`config.mk`:
```
export PLATFORM = sky130hd
export DESIGN_NAME = errid_capture
export DESIGN_NICKNAME = d
export VERILOG_FILES = /design/src/rtl/errid_pkg.sv /design/src/rtl/errid_classify.sv /design/src/rtl/errid_slot.sv /design/src/rtl/errid_rdport.sv /design/src/rtl/errid_capture.sv
export SDC_FILE = /design/constraint.sdc
export NUM_CORES = 1
export LEC_CHECK = 0
export CORE_ASPECT_RATIO = 0.75
export CORE_MARGIN = 4
export CORE_UTILIZATION = 43
export CTS_CLUSTER_SIZE = 10
export DETAILED_ROUTE_END_ITERATION = 6
export GPL_TIMING_DRIVEN = 0
export PLACE_DENSITY = 0.87
export RECOVER_POWER = 50
export SYNTH_ARGS = -nofsm -noshare
export SYNTH_HDL_FRONTEND = slang
export SYNTH_SLANG_ARGS = --single-unit
export TNS_END_PERCENT = 30
```
`constraint.sdc`:
```
create_clock -name clk -period 3.8 [get_ports clk]
set_clock_uncertainty 0.2 [all_clocks]
set_input_delay 0.38 -clock clk [delete_from_list [all_inputs] [get_ports clk]]
set_output_delay 0.38 -clock clk [all_outputs]
set_load 0.005 [all_outputs]
```
`src/rtl/errid_pkg.sv`:
```
package errid_pkg;

    localparam int ID_W      = 6;
    localparam int NUM_CLS   = 3;
    localparam int REG_W     = 8;
    localparam int OFF_W     = 8;
    localparam int DIS_BIT   = 7;
    localparam int VLD_BIT   = 6;
    localparam logic [OFF_W-1:0] BASE_OFF = 8'h80;

    typedef enum logic [1:0] {
        CLS_SEC = 2'd0,
        CLS_DED = 2'd1,
        CLS_BUS = 2'd2
    } err_cls_e;

    typedef struct packed {
        logic            dis;
        logic            vld;
        logic [ID_W-1:0] id;
    } slot_reg_t;

    typedef struct packed {
        logic            vld;
        logic [ID_W-1:0] id;
        logic            sec;
        logic            ded;
        logic            ade;
    } retire_t;

    // Double-bit outranks single-bit; bus error only when no memory flag.
    function automatic logic [NUM_CLS-1:0] classify(input logic sec,
                                                    input logic ded,
                                                    input logic ade);
        logic [NUM_CLS-1:0] r;
        r = '0;
        r[CLS_DED] = ded;
        r[CLS_SEC] = sec & ~ded;
        r[CLS_BUS] = ade & ~sec & ~ded;
        return r;
    endfunction

endpackage

```
`src/rtl/errid_classify.sv`:
```
module errid_classify
    import errid_pkg::*;
(
    input  retire_t            cmd,
    output logic [NUM_CLS-1:0] hit
);
    logic [NUM_CLS-1:0] cls;

    always_comb begin
        cls = classify(cmd.sec, cmd.ded, cmd.ade);
        hit = cmd.vld ? cls : '0;
    end
endmodule

```
`src/rtl/errid_slot.sv`:
```
module errid_slot
    import errid_pkg::*;
#(
    parameter logic [OFF_W-1:0] SLOT_OFF = 8'h80
) (
    input  logic             clk,
    input  logic             por_rst,
    input  logic             hit,
    input  logic [ID_W-1:0]  cap_id,
    input  logic             wr_en,
    input  logic [OFF_W-1:0] wr_off,
    input  logic [REG_W-1:0] wr_data,
    output slot_reg_t        q
);
    logic      sel;
    logic      clr;
    slot_reg_t after_clr;
    slot_reg_t nxt;

    always_comb begin
        sel = wr_en && (wr_off == SLOT_OFF);
        clr = sel && wr_data[VLD_BIT];

        after_clr     = q;
        after_clr.dis = sel ? wr_data[DIS_BIT] : q.dis;
        if (clr) begin
            after_clr.vld = 1'b0;
            after_clr.id  = '0;
        end

        nxt = after_clr;
        // disable is judged on its value held before this edge
        if (hit && !q.dis && !after_clr.vld) begin
            nxt.vld = 1'b1;
            nxt.id  = cap_id;
        end
    end

    always_ff @(posedge clk) begin
        if (por_rst) q <= '0;
        else         q <= nxt;
    end
endmodule

```
`src/rtl/errid_rdport.sv`:
```
module errid_rdport
    import errid_pkg::*;
(
    input  logic                      clk,
    input  logic                      por_rst,
    input  logic                      warm_rst,
    input  logic                      rd_en,
    input  logic [OFF_W-1:0]          rd_off,
    input  slot_reg_t [NUM_CLS-1:0]   slots,
    output logic [REG_W-1:0]          rd_data
);
    logic [REG_W-1:0] sel_val;

    always_comb begin
        sel_val = '0;
        for (int k = 0; k < NUM_CLS; k++) begin
            if (rd_off == BASE_OFF + OFF_W'(k)) sel_val = slots[k];
        end
    end

    always_ff @(posedge clk) begin
        if (por_rst || warm_rst) rd_data <= '0;
        else if (rd_en)          rd_data <= sel_val;
        else                     rd_data <= '0;
    end
endmodule

```
`src/rtl/errid_capture.sv`:
```
module errid_capture
    import errid_pkg::*;
(
    input  logic                           clk,
    input  logic                           por_rst,
    input  logic                           warm_rst,
    input  logic                           ret_vld,
    input  logic [ID_W-1:0]                ret_id,
    input  logic                           ret_sec,
    input  logic                           ret_ded,
    input  logic                           ret_ade,
    input  logic                           wr_en,
    input  logic                           rd_en,
    input  logic [OFF_W-1:0]               reg_off,
    input  logic [REG_W-1:0]               wr_data,
    output logic [REG_W-1:0]               rd_data,
    output logic [NUM_CLS-1:0]             hold_vld,
    output logic [NUM_CLS-1:0][ID_W-1:0]   hold_id
);
    retire_t                  cmd;
    logic [NUM_CLS-1:0]       hit;
    slot_reg_t [NUM_CLS-1:0]  slots;
    logic [NUM_CLS-1:0]       dis_vec;

    assign cmd = '{vld: ret_vld, id: ret_id, sec: ret_sec, ded: ret_ded, ade: ret_ade};

    errid_classify u_cls (
        .cmd (cmd),
        .hit (hit)
    );

    for (genvar k = 0; k < NUM_CLS; k++) begin : g_slot
        errid_slot #(
            .SLOT_OFF (BASE_OFF + OFF_W'(k))
        ) u_slot (
            .clk     (clk),
            .por_rst (por_rst),
            .hit     (hit[k]),
            .cap_id  (cmd.id),
            .wr_en   (wr_en),
            .wr_off  (reg_off),
            .wr_data (wr_data),
            .q       (slots[k])
        );
        assign hold_vld[k] = slots[k].vld;
        assign hold_id[k]  = slots[k].id;
        assign dis_vec[k]  = slots[k].dis;
    end

    errid_rdport u_rd (
        .clk      (clk),
        .por_rst  (por_rst),
        .warm_rst (warm_rst),
        .rd_en    (rd_en),
        .rd_off   (reg_off),
        .slots    (slots),
        .rd_data  (rd_data)
    );
endmodule

```
# Yosys cells after proc, flatten, opt, wreduce, memory -nomap -nowiden
# Cells that the tools add are included.
# totals
n_memories	0
latch_bits	0
mem_bits_ro	0
ff_bits	32
ramBits	0
output_inout_bits	29
wordCells	52
# op_classes
bitwise_logic	6
addsub	0
order_cmp	0
n_div	0
shifts	0
n_reduce_logical	23
mux	10
eq_ne	3
multipliers	0
# op_table
operator	count
$mux W7	6
$eq A8 B8 Y1 const B	3
$mux W8	3
$logic_and A1 B1 Y1	12
$logic_not A1 Y1	6
$reduce_bool A2 Y1	3
$and A1 B1 Y1	3
$mux W3	1
$not A1 Y1	3
$reduce_or A2 Y1	1
$logic_or A1 B1 Y1	1

# Logic depth before layout (Yosys ltp)
# Gate-level depths: netlist (run 1).
# depth
depth_word	7
depth_mapped	5
depth_no_buf	4

# Modules after synthesis
# A second synthesis (run 1) with hierarchy kept.
# hier_totals
cells_unflattened	134
hier_area_um2	1529.0
# modules_own_cells
mod	area_per_inst_um2	seq_area_each_um2	instances	cells_per_inst
errid_slot (g_slot[1].u_slot ...)	331.6	160.2	2	28
errid_rdport	516.7	160.2	1	48
errid_slot (g_slot[0].u_slot)	319.1	160.2	1	27
errid_classify	30.0	0.0	1	3

# Worst setup path before layout (run 1)
# Ideal clock, no wire load.
# synth_path
path_kind	input -> register
start	input reg_off[5]
end	register g_slot[2].u_slot.q[0] (netlist bit)
t_required_ns	3.479
setup_time_ns	0.121
setup_slack_ns	1.707
arrival_time_ns	1.772
stages	5
cell_sequence	or4b_1 buf_2 or4_1 o211a_2 o2bb2ai_1
# synth_between
elab_chain_cells	7
# synth_rtl
item	line_no	text
from (decl)	errid_capture.sv:14	input logic [OFF_W-1:0] reg_off,
$eq A8 B8 Y1 *	errid_slot.sv:21	sel = wr_en && (wr_off == SLOT_OFF);
$logic_and A1 B1 Y1 *	errid_slot.sv:21	
$logic_and A1 B1 Y1 *	errid_slot.sv:22	clr = sel && wr_data[VLD_BIT];
$mux W7	errid_slot.sv:26	if (clr) begin
$logic_not A1 Y1	errid_slot.sv:33	if (hit && !q.dis && !after_clr.vld) begin
$logic_and A1 B1 Y1	errid_slot.sv:33	
$mux W7 or $reduce_bool A2 Y1 (tied branches)	-	
to (signal assigned)	errid_slot.sv:41	else q <= nxt;
to (decl)	errid_slot.sv:13	output slot_reg_t q
# Mark *: on every way between the ends. The rest lies on a longest branch, timed or not. The select of a mux whose other input is x is not followed.
# A chain may end at the register's enable or synchronous reset.

# Worst setup path in the final report (run 1)
# layout_path
start	input reg_off[1]
end	register g_slot[1].u_slot.q[0] (netlist bit)
# layout_between
elab_chain_cells	7
# layout_rtl
item	line_no
$eq A8 B8 Y1 *	errid_slot.sv:21
$logic_and A1 B1 Y1 *	errid_slot.sv:21
$logic_and A1 B1 Y1 *	errid_slot.sv:22
$mux W7	errid_slot.sv:26
$logic_not A1 Y1	errid_slot.sv:33
$logic_and A1 B1 Y1	errid_slot.sv:33
$mux W7 or $reduce_bool A2 Y1 (tied branches)	-
to (signal assigned)	errid_slot.sv:41
to (decl)	errid_slot.sv:13
# Marked as above.

==> flow_metrics.tcl, run 1 <==
set metrics [dict create \
    cts_buffers 5 \
    synth_area_leaders "dfxtp_1, o2bb2ai_1, a2bb2oi_1" \
    end_kind "flip-flop" \
    synth_ff_type "dfxtp_1" \
    final.setup.tns_ns 0 \
    r2r_cells 4 \
    grtUsageTotal_pct 19.51 \
    synth.most_common_cell "dfxtp_1" \
    diodes 0 \
    netlist_top_cells_count "dfxtp_1, nor2_1, nand2_1" \
    dr.first_iter.drc_count 93 \
    clock_sinks 32 \
    async_reset_ff_share_pct 0 \
    syn_avg_cell_area_um2 9.330 \
    dp_hpwl_um 3068 \
    grt-ovfl-total 0 \
    synth_nets 171 \
    start_kind "primary input" \
    grt_max_degree 11 \
    ys_seq_area_share_pct 49.04 \
    hold_path.startpoint "por_rst" \
    yosys.area.top_type "dfxtp_1" \
    cp_cell_sequence "dlygate4sd3_1 > or4b_1 > buf_2 > o31ai_1 > nand2b_1 > o21ai_0" \
    final_antenna_net_count 0 \
    cts_tree "done" \
    netlist_area_um2 1306 \
    slowest_stage "dlygate4sd3_1" \
    worst-setup-path-type "in2reg" \
    core_area_um2 2935 \
    path_max_fanout 10 \
    power_leakage_uw 0.0008095 \
    num_rows 17 \
    start_util_pct 44.50 \
    synth_top_cell_area_share_pct 49.04 \
    cp_num_cells 6 \
    die_area_um2 3993 \
    syn2layout_area_growth_pct 51.72 \
    io_buffers 52 \
    critical-path-top-delay-family "buffers and inverters" \
    clk_latency_ns 0.28 \
    holdWs_ns 0.2656 \
    grt_antenna_before_repair 0 \
    r2r-start "g_slot[1].u_slot.q[7]$_SDFFE_PP0P_" \
    final.min_clock_period_ns 2.470 \
    vias_per_cell 5.605 \
    powerDensity_nw_per_um2 378.1 \
    ir_worst_vdd_mv 0.3596 \
    clk_pin_slew_ns 0.07 \
    wl_um 3842 \
    h-tree-depth 2 \
    finalCritPeriodShare_pct 64.99 \
    finalNetCount 230 \
    status "finished clean" \
    cp.arrival_ns 2.46 \
    drcViolationCount 0 \
    ios 60 \
    ys_ff_latch 32 \
    routed.top_layer "met4" \
    ys_types 30 \
    wire_per_inst_um 16.14 \
    gp_congestion 0.9894 \
    cts-root-buf "clkbuf_8" \
    drt_first_pass_iters 4 \
    cp_data_required_time_ns 3.79 \
    worst_pin_slew_ns 0.7993 \
    grt_pass1_vias 1210 \
    cp_num_buf_inv 2 \
    worstSetupStartpoint "reg_off[1]" \
    max_stage_delay_ns 0.60 \
    hold_depth 2 \
    hp-class "in2reg" \
    cts.path.max_buffers 2 \
    drive_above_1_share_pct 6.000 \
    postCtsResizedCells 0 \
    maxCapViolCount 0 \
    drv_slew 0 \
    syn_inst 140 \
    post-cts-setup-buffers 0 \
    num_vias 1334 \
    routed-wl-met3_um 406 \
    yosys_warnings 0 \
    ctsHoldBuffers 0 \
    synth_edf_count 0 \
    rsz0062_at_grt "no" \
    setup_viol 0 \
    fp.dieW_um 71.64 \
    dr_wl_met2_um 1761 \
    fillerInstances 221 \
    die_height_um 55.73 \
    fmax_mhz 404.9 \
    wl_met1_um 1584 \
    relSlewSlack_pct 45.96 \
    final_hold_viol_count 0 \
    grt_pass1_wl_um 6003 \
]
## kinds of logic (layout without fill, tap and decap cells)
family	count (synthesis)	after routing	share of synthesized area (%)
multiplexers	3	3	2.299
AND/OR/NAND/NOR	54	54	22.13
AO/OA/AOI/OAI	44	44	24.33
flip-flops	32	32	49.04
buffers and inverters	7	67	2.202
## worst reg2reg max path: cells and delay by family, from the launching register on
family / cells / cell delay [ns]
AO/OA/AOI/OAI: 2 / 0.30
flip-flops: 1 / 0.33
AND/OR/NAND/NOR: 2 / 0.61
## where the power goes
part	leakage, uW	total [uW]	internal [uW]	switching [uW]
Sequential	0.000259	351	344	7.28
Combinational	0.000495	85.9	47.4	38.5
Clock	0.0000552	312	194	118
## layout make-up
class / instances / area (um2) / area share (%)
Sequential cell: 32 / 640.6 / 32.32
Multi-Input combinational cell: 101 / 636.9 / 32.13
Tap cell: 38 / 47.55 / 2.399
Clock inverter: 2 / 35.03 / 1.768
Clock buffer: 6 / 72.57 / 3.662
Buffer: 5 / 21.27 / 1.073
Timing Repair Buffer: 52 / 520.5 / 26.26
Inverter: 2 / 7.507 / 0.3788
## placed cells by master (no fill, tap or decap), types with 5 or more instances in the layout
master           count
a21oi_1             11
o21ai_0              7
nand2_1             13
dlygate4sd3_1       30
clkbuf_8             5
clkdlybuf4s50_1     22
nor2_1              14
nor3_1               9
o2bb2ai_1           12
a2bb2oi_1            8
dfxtp_1             32
## layer usage
layer | up-vias | track usage, %
met5 | - | 0
met4 | 0 | 9.383
met2 | 82 | 30.50
met3 | 10 | 5.596
li1 | 644 | -
met1 | 598 | 24.53
## sequential cells by signal, indices dropped and copies added, names as in the netlist
register / cells
g_slot.u_slot.q: 24
u_rd.rd_data: 8
## final timing paths
check	end	slack, ns
worst min register to register	g_slot[1].u_slot.q[4]$_SDFFE_PP0P_	0.29
worst max register to register	g_slot[1].u_slot.q[0]$_SDFFE_PP0P_	2.23
worst max-delay path	g_slot[1].u_slot.q[0]$_SDFFE_PP0P_	1.33
worst min-delay path	g_slot[2].u_slot.q[7]$_SDFFE_PP0P_	0.27
## metrics by stage
| step | cells | utilization (%) | power, uW | area [um2] | setup slack [ns] |
|---|---|---|---|---|---|
| after global routing | 238 | 67.52 | 771.9 | 1982 | 1.206 |
| final | 238 | 67.52 | 749.5 | 1982 | 1.330 |
| after floorplan | 140 | - | 392.0 | 1306 | 1.707 |
| after detailed placement | 230 | 63.85 | 446.4 | 1874 | 1.091 |
| after CTS | 238 | 67.52 | 755.4 | 1982 | 1.348 |
| after global placement | 230 | 63.85 | 443.3 | 1874 | 1.234 |
Power figures use the tool's default switching activity.
==> run 2: changes to the inputs <==
CORE_UTILIZATION = 40   (was 43)
PLACE_DENSITY = 0.82   (was 0.87)
clock period = 2.5 ns   (was 3.8 ns; I/O delays follow)
==> run 2 against run 1 <==
Net effect:
- first-iteration DRC count up 28%
- design area shrank 0.82%
- global-route usage up 0.57 points
- combinational power grew 51%
- clock-buffer cell count is the same
- power increased by 42%
- non-clock buffer count is the same
- core utilization fell by 2.9 points
- largest power group unchanged
- sequential cell count is the same
- die area is 6.5% higher
- cell count is the same
- worst setup slack got worse by 1.2 ns
==> flow_metrics.tcl, run 2 (same netlist as run 1, synthesis figures left out) <==
set metrics [dict create \
    status "finished clean" \
    powerDensity_nw_per_um2 542.7 \
    grt_pass1_wl_um 6513 \
    cts.path.max_buffers 2 \
    total_power_uw 1067 \
    post-cts-setup-buffers 0 \
    fp.dieW_um 73.99 \
    rrSetupSlack_ns 0.96 \
    maxCapViolCount 0 \
    final_util_pct 64.62 \
    grt_use_met2_pct 31.06 \
    regMostFlops "g_slot.u_slot.q" \
    holdWs_ns 0.1175 \
    wire_per_inst_um 16.60 \
    critical-path-top-delay-family "simple AND/OR/NAND/NOR gates" \
    num_vias 1353 \
    use_met3_pct 4.225 \
    cp_num_buf_inv 2 \
    finalNetCount 230 \
    slowest_stage "or4b_1" \
    path_max_fanout 6 \
    io_buffers 52 \
    largest_reg_flops 24 \
    die_area_um2 4253 \
    start_util_pct 42.95 \
    setup_viol 0 \
    hold_path_end "g_slot[0].u_slot.q[7]$_SDFFE_PP0P_" \
    worst_pin_slew_ns 0.8680 \
    vias_per_cell 5.685 \
    final.min_clock_period_ns 2.329 \
    ir_worst_vdd_mv 0.2970 \
    drive_above_1_share_pct 6.000 \
    r2r-start "g_slot[0].u_slot.q[7]$_SDFFE_PP0P_" \
    drt_first_pass_iters 4 \
    grtUsageTotal_pct 20.08 \
    final_cell_mix "dfxtp_1, dlygate4sd3_1, clkdlybuf4s50_1" \
    met1_usage_pct 26.57 \
    final_antenna_net_count 0 \
    dp.cells 230 \
    cts-root-buf "clkbuf_8" \
    num_rows 17 \
    grt_pass1_vias 1327 \
    hp-class "in2reg" \
    hold_depth 2 \
    worst-setup-path-type "in2reg" \
    dr.first_iter.drc_count 119 \
    rr_endpoint "g_slot[0].u_slot.q[1]$_SDFFE_PP0P_" \
    clk_pin_slew_ns 0.06 \
    drv_slew 0 \
    power_leakage_uw 0.0008038 \
    dp_hpwl_um 3054 \
    drcViolationCount 0 \
    cts_buffers 5 \
    gp_congestion 0.8717 \
    clock_sinks 32 \
    start_kind "primary input" \
    hold_path.startpoint "por_rst" \
    clk_latency_ns 0.29 \
    cp_cell_sequence "clkdlybuf4s50_1 > or4b_1 > buf_2 > o41ai_1 > nand2b_1 > o2bb2ai_1" \
    grt_busiest_layer "met2" \
    layout_commonest_cell "dfxtp_1" \
    finalCritPeriodShare_pct 93.18 \
    r2r_cells 4 \
    cp.arrival_ns 2.34 \
    syn2layout_area_growth_pct 50.48 \
    instances_no_fill 238 \
    rsz0062_at_grt "no" \
    ios 60 \
    fmax_mhz 429.3 \
    grt-ovfl-total 0 \
    cp_data_required_time_ns 2.51 \
    core_area_um2 3042 \
    cts_tree "done" \
    diodes 0 \
    postCtsResizedCells 0 \
    final_hold_viol_count 0 \
    relSlewSlack_pct 41.32 \
    wl_um 3950 \
    grt_antenna_before_repair 0 \
    h-tree-depth 2 \
    grt_max_degree 11 \
    ctsHoldBuffers 0 \
    end_kind "flip-flop" \
    max_stage_delay_ns 0.53 \
    die_height_um 57.49 \
    reg_top3 "g_slot.u_slot.q: 24 flops, u_rd.rd_data: 8 flops" \
]
==> run 2: area by class of cell <==
cell class / instances / area, um2
clock inverters: 2 / 10.01
multi-input cells: 101 / 636.9
clock buffers: 6 / 82.58
flip-flops and latches: 32 / 640.6
inverters: 2 / 7.507
well taps: 38 / 47.55
plain buffers: 5 / 20.02
repair buffers: 52 / 520.5
fillers: 233 / 1076
==> run 2: worst max path at each step <==
stage                     cells past startpoint                            endpoint  startpoint  slack (ns)
after floorplan                               5  g_slot[2].u_slot.q[0]$_SDFFE_PP0P_  reg_off[5]        0.54
after global placement                        6  g_slot[0].u_slot.q[2]$_SDFFE_PP0P_  reg_off[5]        0.05
after detailed placement                      6  g_slot[0].u_slot.q[1]$_SDFFE_PP0P_  reg_off[5]       -0.07
after CTS                                     6  g_slot[0].u_slot.q[1]$_SDFFE_PP0P_  reg_off[5]        0.18
after global routing                          6  g_slot[0].u_slot.q[2]$_SDFFE_PP0P_  reg_off[5]        0.08
final                                         6  g_slot[0].u_slot.q[1]$_SDFFE_PP0P_  reg_off[5]        0.17
==> run 2: worst reg2reg max path: cells and delay by family (launching register included) <==
kind	cells	cell delay, ns
AOI/OAI and AO/OA	3	0.74
DFF	1	0.35
and+or+nand+nor	1	0.19
==> run 2: metrics by stage <==
stage	setup WS (ns)	instance area (um2)	setup TNS (ns)
finish	0.1706	1966	0
global route	0.08245	1966	0
CTS	0.1751	1967	0
detailed placement	-0.07040	1874	-0.1329
global placement	0.05193	1874	0
floorplan	0.5373	1306	0
==> run 2: metal layers <==
metal	wire, um	up-vias
met3	231	11
met2	1906	57
met4	87	0
met1	1724	633
met5	0	-
li1	-	652
==> run 2: report_power, final <==
group	switching, uW	leakage [uW]	internal, uW	total [uW]
registers	11.5	0.000259	523	534
logic	58.0	0.000493	72.2	130
clock network	183	0.0000510	219	402
